### src/rtl/lpsnp_pkg.sv
package lpsnp_pkg;
    localparam int ST_W  = 3;
    localparam int RET_W = 2;

    typedef enum logic [ST_W-1:0] {
        ST_RUN    = 3'd0,
        ST_STPGNT = 3'd1,
        ST_HALT   = 3'd2,
        ST_EHALT  = 3'd3,
        ST_SNP    = 3'd4,
        ST_ESNP   = 3'd5
    } state_e;

    typedef struct packed {
        state_e           st;
        logic [RET_W-1:0] ret;
        logic             pend;
    } ctl_t;
endpackage

### src/rtl/lpsnp_next.sv
module lpsnp_next
    import lpsnp_pkg::*;
(
    input  ctl_t ctl_q,
    input  logic stpgnt_req,
    input  logic halt_req,
    input  logic ehalt_en,
    input  logic snp_start,
    input  logic snp_done,
    input  logic wake,
    output ctl_t ctl_d
);
    logic idle_w;
    assign idle_w = (ctl_q.st == ST_STPGNT) || (ctl_q.st == ST_HALT) ||
                    (ctl_q.st == ST_EHALT);

    always_comb begin
        ctl_d = ctl_q;
        unique case (ctl_q.st)
            ST_RUN: begin
                ctl_d.pend = 1'b0;
                if (stpgnt_req)
                    ctl_d.st = ST_STPGNT;
                else if (halt_req)
                    ctl_d.st = ehalt_en ? ST_EHALT : ST_HALT;
            end
            ST_STPGNT, ST_HALT, ST_EHALT: begin
                if (snp_start) begin
                    ctl_d.ret  = ctl_q.st[RET_W-1:0];
                    ctl_d.pend = snp_done;
                    ctl_d.st   = (ctl_q.st == ST_EHALT) ? ST_ESNP : ST_SNP;
                end else if (wake) begin
                    ctl_d.st = ST_RUN;
                end
            end
            ST_SNP, ST_ESNP: begin
                if (snp_done || ctl_q.pend) begin
                    ctl_d.pend = 1'b0;
                    ctl_d.st   = state_e'({1'b0, ctl_q.ret});
                end
            end
            default: ctl_d.st = ST_RUN;
        endcase
        if (!idle_w && ctl_q.st != ST_SNP && ctl_q.st != ST_ESNP &&
            ctl_q.st != ST_RUN)
            ctl_d.st = ST_RUN;
    end
endmodule

### src/rtl/lpsnp_outdec.sv
module lpsnp_outdec
    import lpsnp_pkg::*;
(
    input  state_e          st,
    output logic [ST_W-1:0] state_o,
    output logic            snoop_active_o,
    output logic            hold_op_o
);
    always_comb begin
        state_o        = st;
        snoop_active_o = (st == ST_SNP) || (st == ST_ESNP);
        hold_op_o      = (st == ST_EHALT) || (st == ST_ESNP);
    end
endmodule

### src/rtl/lpsnp_ctrl.sv
module lpsnp_ctrl
    import lpsnp_pkg::*;
(
    input  logic            clk,
    input  logic            rst_n,
    input  logic            stpgnt_req,
    input  logic            halt_req,
    input  logic            ehalt_en,
    input  logic            snp_start,
    input  logic            snp_done,
    input  logic            wake,
    output logic [ST_W-1:0] state_o,
    output logic            snoop_active_o,
    output logic            hold_op_o
);
    ctl_t ctl_d, ctl_q;

    lpsnp_next u_next (
        .ctl_q      (ctl_q),
        .stpgnt_req (stpgnt_req),
        .halt_req   (halt_req),
        .ehalt_en   (ehalt_en),
        .snp_start  (snp_start),
        .snp_done   (snp_done),
        .wake       (wake),
        .ctl_d      (ctl_d)
    );

    always_ff @(posedge clk) begin
        if (!rst_n) begin
            ctl_q.st   <= ST_RUN;
            ctl_q.ret  <= '0;
            ctl_q.pend <= 1'b0;
        end else begin
            ctl_q <= ctl_d;
        end
    end

    lpsnp_outdec u_out (
        .st             (ctl_q.st),
        .state_o        (state_o),
        .snoop_active_o (snoop_active_o),
        .hold_op_o      (hold_op_o)
    );
endmodule

### config.mk
export PLATFORM = sky130hd
export DESIGN_NAME = lpsnp_ctrl
export DESIGN_NICKNAME = d
export VERILOG_FILES = /design/src/rtl/lpsnp_pkg.sv /design/src/rtl/lpsnp_next.sv /design/src/rtl/lpsnp_outdec.sv /design/src/rtl/lpsnp_ctrl.sv
export SDC_FILE = /design/constraint.sdc
export NUM_CORES = 1
export LEC_CHECK = 0
export BUFFER_PORTS_ARGS = -buffer_cell sky130_fd_sc_hd__buf_2
export CAP_MARGIN = 20
export CORE_AREA = 2 2 39 41
export CTS_CLUSTER_DIAMETER = 50
export DETAILED_ROUTE_END_ITERATION = 6
export DIE_AREA = 0 0 41 43
export MAX_ROUTING_LAYER = met4
export PLACE_DENSITY_LB_ADDON = 0.05
export SLEW_MARGIN = 0
export SYNTH_ARGS = -nofsm -noshare
export SYNTH_HDL_FRONTEND = slang
export SYNTH_SLANG_ARGS = --single-unit
### constraint.sdc
create_clock -name clk -period 1.5 [get_ports clk]
set_clock_uncertainty 0.1 [all_clocks]
set_input_delay 0.225 -clock clk [delete_from_list [all_inputs] [get_ports clk]]
set_output_delay 0.225 -clock clk [all_outputs]
set_load 0.05 [all_outputs]
==> metrics.csv, run 1 <==
metric,value,unit
first-pass GRT wire length,1610,um
TritonCTS clock tree,built,
clock sinks,6,
clock slew at reported path FFs,0.05,ns
number of CTS-inserted buffers,3,
Largest regs,ctl_q x6,
GRT Util Overall,14.3,%
die area,1760,sq um
Slew @ Worst Pin,0.358,ns
antenna cells,0,
hold_buf cts,0,
crit path cell chain,buf_2,
max cap viols,0,
filler instances,152,
Synth top area share,29.1,%
kind of path behind the tightest hold check,in2reg,
Syn Nets,58,
Routed Antenna Nets,0,
largest net degree at the start of global routing,12,
Routed wire per std cell,11.5,um
max reg flops,6,
worst-path maximum fanout,10,
Top reg by flops,ctl_q,
maximum clock rate,0.692,GHz
status,finished clean,
VDD IR-drop max,0.468,mV
Final Cell Area,552,sq um
total negative slack,0,ns
I/O Buffers,12,
hold slack,0.168,ns
drt pass-1 iters,3,
Rows,14,
clock latency on the worst-skew pair,0.25,ns
Max Slew Vio Count,0,
data required time of the worst path,1.17,ns
critical path launch point type,flip-flop,
core box area,1380,sq um
die height,43,um
CP max stage delay,0.53,ns
pwr dens,1430,nW/um^2
multi-input logic area,265,sq um
Nets,76,
number of buffers and inverters on the critical path,1,
fin crit period,1.45,ns
RSZ-0062 raised after global routing,no,
Leakage,0.244,nW
Worst Path Arrival,1.12,ns
final hold violations,0,
sequential area share after synthesis,29.1,%
vias in the first global route,386,
H-tree levels,1,
drt drc,0,
IO Pins,13,
slowest CP cell,dfxtp_1,
"commonest non-fill, non-tap cells in the layout","buf_2, buf_4, nand2_1",
routability cong.,0.650,
dpl cell area,515,sq um
global route overflow,0,
1st-iter DRT viols,6,
vias,393,
cell count after synthesis,50,
CTS Buffer Depth,2,
setup violators final,0,
vias per cell,4.79,
DP HPWL,739,um
Crit path max-delay family,flip-flops,
share of cells above drive strength 1,45.5,%
fin crit share,96.4,%
register area,125,sq um
"top cells by area, synth","dfxtp_1, nor2b_1, mux2i_1",
critical path class,reg2out,
Netlist cell types,21,
Initial Utilization,29.8,%
number of synthesis warnings,0,
Worst slew margin,76.1,%
Die Width,41,um
CP endpoint kind,output port,
CTS Root Cell,clkbuf_4,
Routed WL,945,um
Yosys reg bits,6,
synth-to-layout area growth,33.6,%
post-synth top area cell,dfxtp_1,
synthesized area,413,sq um
initial antenna violation count,0,
Avg Inst Size Synth,8.26,sq um
"most common cell after layout, fill and taps aside",buf_2,
[worst register-to-register path: stages, from the launching register on]
cell and delay [ns]:
dfxtp_4 0.37, buf_4 0.15, nor3_2 0.13, a21oi_1 0.05, or3b_1 0.36, mux2i_1 0.12
[cell type report]
| cell class | instances | area share [%] |
|---|---|---|
| Multi-Input combinational cell | 38 | 48.1 |
| Sequential cell | 6 | 22.7 |
| Timing Repair Buffer | 19 | 21.5 |
| Clock buffer | 3 | 4.08 |
| Tap cell | 16 | 3.63 |
[synthesized netlist by cell type, drive strengths merged]
cell type,number
a32o,1
nand2,6
mux2i,3
nor2b,5
o21ai,5
a21oi,2
nor4,2
nand2b,1
buf,5
nor3b,1
nor2,2
clkbuf,1
o311a,1
o21a,1
dfxtp,6
nor3,3
a21boi,4
or3b,1
[final timing paths]
check | startpoint | end | slack, ns | depth (start not counted)
setup / recovery | ctl_q[3]$_SDFFE_PP0P_ | state_o[0] | 0.05 | 1
hold / removal | rst_n | ctl_q[0]$_SDFFE_PN0P_ | 0.17 | 2
hold reg to reg | ctl_q[1]$_SDFFE_PN0P_ | ctl_q[1]$_SDFFE_PN0P_ | 0.36 | 2
setup reg to reg | ctl_q[5]$_SDFFE_PP0P_ | ctl_q[4]$_SDFFE_PP0P_ | 0.15 | 5
[per-stage QoR]
| stage | instances | utilization (%) | worst slack (ns) | power (mW) |
|---|---|---|---|---|
| after floorplan | 50 | - | 0.0108 | 0.555 |
| after detailed placement | 79 | 37.3 | 0.0818 | 0.627 |
| after global placement | 79 | 37.3 | 0.0914 | 0.630 |
| after CTS | 82 | 39.3 | 0.000877 | 0.793 |
| final | 82 | 39.9 | 0.0545 | 0.790 |
| after global routing | 82 | 39.9 | 0.0265 | 0.842 |
[what timing repair did]
action                     4_1_cts  5_1_grt
buffers inserted                 0        0
gates resized for setup          3        3
setup endpoints to repair        2        1
[power by group]
group          switching (mW)  leakage (nW)  total [mW]  internal, mW
sequential             0.0508        0.0503       0.248         0.197
clock                  0.0688        0.0138       0.160        0.0912
combinational           0.220         0.180       0.382         0.162
[kinds of logic after synthesis]
| logic type | Yosys count | share of synthesized area (%) |
|---|---|---|
| compound gates | 14 | 23.3 |
| buf+inv | 6 | 10.9 |
| mux | 3 | 7.27 |
| flops | 6 | 29.1 |
| simple gates | 21 | 29.4 |
[layer usage]
metal / global-route usage [%] / wire length (um) / up-vias
met1: 18.7 / 458 / 169
li1: - / - / 210
met5: - / 0 / -
met3: 4.71 / 60 / 2
met4: 8.00 / 11 / 0
met2: 18.8 / 414 / 12
Note: power is estimated with default switching activity, not from simulation.
==> run 2, diff against run 1 <==
--- a/config.mk
+++ b/config.mk
@@ -8,11 +8,13 @@
 export BUFFER_PORTS_ARGS = -buffer_cell sky130_fd_sc_hd__buf_2
 export CAP_MARGIN = 20
 export CORE_AREA = 2 2 39 41
+export CTS_BUF_LIST = sky130_fd_sc_hd__clkbuf_8
 export CTS_CLUSTER_DIAMETER = 50
 export DETAILED_ROUTE_END_ITERATION = 6
 export DIE_AREA = 0 0 41 43
 export MAX_ROUTING_LAYER = met4
 export PLACE_DENSITY_LB_ADDON = 0.05
+export RECOVER_POWER = 100
 export SLEW_MARGIN = 0
 export SYNTH_ARGS = -nofsm -noshare
 export SYNTH_HDL_FRONTEND = slang
==> metrics.csv, run 2 (synthesis gave the netlist of run 1 again) <==
metric,value,unit,change
status,finished clean,,
core box area,1380,sq um,unchanged
IO Pins,13,,unchanged
register area,121,sq um,-3.0%
max reg flops,6,,unchanged
postcts setup bufs,0,,unchanged
R2R setup slack,0.15,ns,about the same
global route overflow,0,,unchanged
die height,43,um,unchanged
Worst Path Arrival,1.13,ns,about the same
max cap viols,0,,unchanged
TritonCTS clock tree,built,,
Final WS setup,0.0467,ns,-0.00778 ns
CTS Root Cell,clkbuf_8,,
multi-input logic area,265,sq um,unchanged
clock slew at reported path FFs,0.04,ns,about the same
Routed Antenna Nets,0,,unchanged
number of CTS-inserted buffers,3,,unchanged
Leakage,0.241,nW,-1.0%
maximum clock rate,0.688,GHz,-0.54%
Placed Cells,79,,unchanged
largest net degree at the start of global routing,12,,unchanged
vias in the first global route,386,,unchanged
"most common cell after layout, fill and taps aside",buf_2,,
share of cells above drive strength 1,40.9,%,-4.5 points
vias per cell,4.88,,+1.8%
Max Slew Vio Count,0,,unchanged
HP Start,rst_n,,
critical path startpoint,ctl_q[4]$_SDFFE_PP0P_,,
I/O Buffers,12,,unchanged
Top reg by flops,ctl_q,,
initial antenna violation count,0,,unchanged
drt drc,0,,unchanged
routability cong.,0.650,,unchanged
total power,0.872,mW,+10%
Die Width,41,um,unchanged
first-pass GRT wire length,1610,um,unchanged
drt pass-1 iters,4,,+1
Rows,14,,unchanged
CP endpoint kind,output port,,
critical path launch point type,flip-flop,,
antenna cells,0,,unchanged
Placement Setup Slack,0.0818,ns,unchanged
clock latency on the worst-skew pair,0.22,ns,-0.03 ns
Nets,76,,unchanged
Util after Layout,40.4,%,+0.54 points
Routed WL,956,um,+1.2%
vias,400,,+1.8%
Slew @ Worst Pin,0.363,ns,+0.00537 ns
fin crit share,96.9,%,+0.52 points
VDD IR-drop max,0.509,mV,+8.7%
DP HPWL,739,um,unchanged
critical path class,reg2out,,
Initial Utilization,29.8,%,unchanged
Largest regs,ctl_q x6,,
Worst slew margin,75.7,%,-0.36 points
hold_buf cts,0,,unchanged
fin crit period,1.45,ns,+0.00778 ns
CTS Buffer Depth,2,,unchanged
H-tree levels,1,,unchanged
Routed wire per std cell,11.7,um,+1.2%
kind of path behind the tightest hold check,in2reg,,
data required time of the worst path,1.17,ns,about the same
synth-to-layout area growth,35.5,%,
filler instances,151,,-0.66%
"commonest non-fill, non-tap cells in the layout","buf_2, nand2_1, dfxtp_1, buf_4",,
die area,1760,sq um,unchanged
pwr dens,1560,nW/um^2,+8.9%
"non-filler cells, final",82,,unchanged
setup violators final,0,,unchanged
final hold violations,0,,unchanged
worst-path maximum fanout,5,,-5
RR Startpoint,ctl_q[5]$_SDFFE_PP0P_,,
clock sinks,6,,unchanged
GRT Util Overall,14.3,%,unchanged
1st-iter DRT viols,2,,-4
-- run 2: changes by cell type in the layout (fill, tap and decap cells not counted), sizes merged --
cell	change
buf	-5
clkbuf	+5
-- run 2: worst paths after layout --
kind                            to  depth (start not counted)
max reg2reg  ctl_q[4]$_SDFFE_PP0P_                          5
max                      hold_op_o                          4
min reg2reg  ctl_q[1]$_SDFFE_PN0P_                          2
min          ctl_q[0]$_SDFFE_PN0P_                          2
-- run 2: where the power goes --
group	switching [mW]	leakage (nW)	total [mW]	internal, mW
combinational	0.220	0.170	0.376	0.156
sequential	0.0526	0.0496	0.248	0.196
clock	0.0750	0.0216	0.248	0.173
total	0.347	0.241	0.872	0.525
-- run 2: worst max-delay path, cell delays in order (launching register included) --
cell and delay [ns]:
dfxtp_1 0.37, buf_6 0.14, nor2b_4 0.04, o21a_4 0.18, buf_4 0.18
-- run 2: area by class of cell --
type | count | area share [%]
Tap cell | 16 | 3.58
Sequential cell | 6 | 21.7
Multi-Input combinational cell | 38 | 47.4
Clock buffer | 3 | 7.38
Timing Repair Buffer | 19 | 19.9
-- run 2: repair_timing --
action | CTS | global route
gates resized for setup | 2 | 2
pin swaps | 0 | 0
gates cloned | 0 | 0
setup endpoints to repair | 2 | 1
-- run 2: through the flow --
stage          hold slack, ns  instance area, sq um   TNS, ns
5_1_grt                 0.218                   559  -0.00335
3_3_place_gp            0.356                   515         0
4_1_cts                 0.198                   561         0
3_5_place_dp            0.357                   515         0
6_report                0.196                   559         0
2_1_floorplan           0.256                   428         0
-- run 2: metal layers --
layer / GRT usage, % / vias to the layer above / share of wire, %
met2: 18.8 / 15 / 44
met5: - / - / 0
met3: 4.71 / 2 / 6.5
met4: 8.00 / 0 / 1.2
li1: - / 208 / -
met1: 18.7 / 175 / 48
==> run 3, diff against run 2 <==
--- a/config.mk
+++ b/config.mk
@@ -18,4 +18,5 @@
 export SLEW_MARGIN = 0
 export SYNTH_ARGS = -nofsm -noshare
 export SYNTH_HDL_FRONTEND = slang
+export SYNTH_HIERARCHICAL = 1
 export SYNTH_SLANG_ARGS = --single-unit
==> metrics.csv, run 3 <==
metric,value,unit,change
status,finished clean,,
vias per cell,4.57,,-6.3%
routability cong.,0.723,,+11%
number of CTS-inserted buffers,3,,unchanged
Slew @ Worst Pin,0.280,ns,-0.0838 ns
DP HPWL,607,um,-18%
VDD IR-drop max,0.326,mV,-36%
vias in the first global route,301,,-22%
Avg Inst Size Synth,8.56,sq um,+3.7%
Routed wire per std cell,10.9,um,-6.5%
post-synth top area cell,dfxtp_1,,
number of synthesis warnings,6,,+6
postcts setup bufs,0,,unchanged
Die Width,41,um,unchanged
antenna cells,0,,unchanged
synthesized area,377,sq um,-8.8%
crit path cell chain,nor2b_4 -> o21a_2 -> clkbuf_4,,
CP max stage delay,0.39,ns,+0.02 ns
final hold violations,0,,unchanged
total power,0.551,mW,-37%
cell count after synthesis,44,,-12%
"top cells by area, synth","dfxtp_1, and2_1, buf_4",,
Synth Flop Type,dfxtp_1,,
core box area,1380,sq um,unchanged
clock sinks,6,,unchanged
Initial Utilization,27.2,%,-2.6 points
setup violators final,0,,unchanged
Max Slew Vio Count,0,,unchanged
Netlist cell types,22,,+4.8%
Leakage,0.212,nW,-12%
CTS Buffer Depth,2,,unchanged
hold_buf cts,0,,unchanged
TritonCTS clock tree,built,,
Synth top area share,31.9,%,+2.8 points
IO Pins,13,,unchanged
Synth async-reset ratio,0,%,unchanged
clock slew at reported path FFs,0.04,ns,about the same
drt drc,0,,unchanged
slowest CP cell,dfxtp_2,,
Syn Nets,52,,-10%
maximum clock rate,0.698,GHz,+1.4%
max cap viols,0,,unchanged
vias,329,,-18%
fin crit period,1.43,ns,-0.0203 ns
critical path launch point type,flip-flop,,
CTS Root Cell,clkbuf_8,,
die height,43,um,unchanged
"most common cell after layout, fill and taps aside",buf_2,,
first-pass GRT wire length,1200,um,-26%
Nets,66,,-13%
GRT Util Overall,11.0,%,-3.3 points
Routed Antenna Nets,0,,unchanged
sequential area share after synthesis,31.9,%,+2.8 points
I/O Buffers,12,,unchanged
number of flops mapped to enable cells by yosys,0,,unchanged
fin crit share,95.5,%,-1.4 points
Rows,14,,unchanged
global route overflow,0,,unchanged
CP endpoint kind,output port,,
RSZ-0062 raised after global routing,no,,
largest net degree at the start of global routing,10,,-2
worst-path maximum fanout,9,,+4
Post-synth top cells,"and2_1, dfxtp_1, buf_4, nand2b_1, nor2_1",,
share of cells above drive strength 1,37.5,%,-3.4 points
pwr dens,1150,nW/um^2,-26%
1st-iter DRT viols,2,,unchanged
synth-to-layout area growth,27.6,%,
initial antenna violation count,0,,unchanged
drt pass-1 iters,2,,-2
Util after Layout,34.7,%,-5.7 points
Worst Path Arrival,1.11,ns,-0.02 ns
Largest regs,ctl_q x6,,
Yosys reg bits,6,,unchanged
clock latency on the worst-skew pair,0.22,ns,about the same
total negative slack,0,ns,unchanged
critical path class,reg2out,,
data required time of the worst path,1.17,ns,about the same
Top reg by flops,ctl_q,,
Routed WL,785,um,-18%
Worst slew margin,81.3,%,+5.6 points
H-tree levels,1,,unchanged
"commonest non-fill, non-tap cells in the layout","buf_2, and2_1, dfxtp_1",,
die area,1760,sq um,unchanged
max reg flops,6,,unchanged
kind of path behind the tightest hold check,in2reg,,
## run 3: layout make-up
| type | count | area (sq um) |
|---|---|---|
| Fill cell | 161 | 903 |
| Multi-Input combinational cell | 34 | 224 |
| Sequential cell | 6 | 125 |
| Timing Repair Buffer | 13 | 70.1 |
| Clock buffer | 3 | 41.3 |
| Tap cell | 16 | 20.0 |
## run 3: repair_timing
action | in CTS | in global routing
endpoints found under the setup margin | 1 | 1
resized for setup | 2 | 2
gates cloned | 0 | 0
## run 3: worst max-delay path, delay by kind of cell (launching register included)
| family | cells | cell delay, ns |
|---|---|---|
| DFF | 1 | 0.39 |
| and+or+nand+nor | 1 | 0.16 |
| AOI/OAI and AO/OA | 1 | 0.12 |
| buffers and inverters | 1 | 0.21 |
## run 3: cells by family (layout without fill, tap and decap cells)
logic type             Yosys count  count (layout)  synth area share (%)
DFF                              6               6                  31.9
and+or+nand+nor                 23              23                  38.5
AOI/OAI and AO/OA                9               9                  15.3
buffers and inverters            4              16                  8.97
muxes                            2               2                  5.32
## run 3: worst paths after layout
| path | start | to | slack, ns | cells past startpoint |
|---|---|---|---|---|
| max | ctl_q[5]$_SDFF_PN0_ | hold_op_o | 0.07 | 3 |
| min | rst_n | ctl_q[5]$_SDFF_PN0_ | 0.18 | 2 |
| max reg2reg | ctl_q[3]$_SDFF_PN0_ | ctl_q[3]$_SDFF_PN0_ | 0.20 | 3 |
| min reg2reg | ctl_q[1]$_SDFF_PN0_ | ctl_q[1]$_SDFF_PN0_ | 0.48 | 2 |
## run 3: where the power goes
part           switching (mW)  internal (mW)
sequential             0.0173          0.172
combinational          0.0699         0.0498
clock                  0.0695          0.172
## run 3: through the flow
step                cell area, sq um  instances  hold slack, ns  worst slack (ns)
floorplan                        378         44           0.247            0.0341
global placement                 432         69           0.409             0.157
detailed placement               432         69           0.411             0.154
CTS                              475         72           0.180            0.0182
global route                     480         72           0.198           0.00121
finish                           480         72           0.180            0.0670
## run 3: routing by layer
layer  vias up  track usage [%]  share of wire, %
met4         0             10.0                 0
met5         -                -                 0
met1       141             12.5                47
met2        11             14.7                44
li1        177                -                 -
met3         0             3.14               8.5
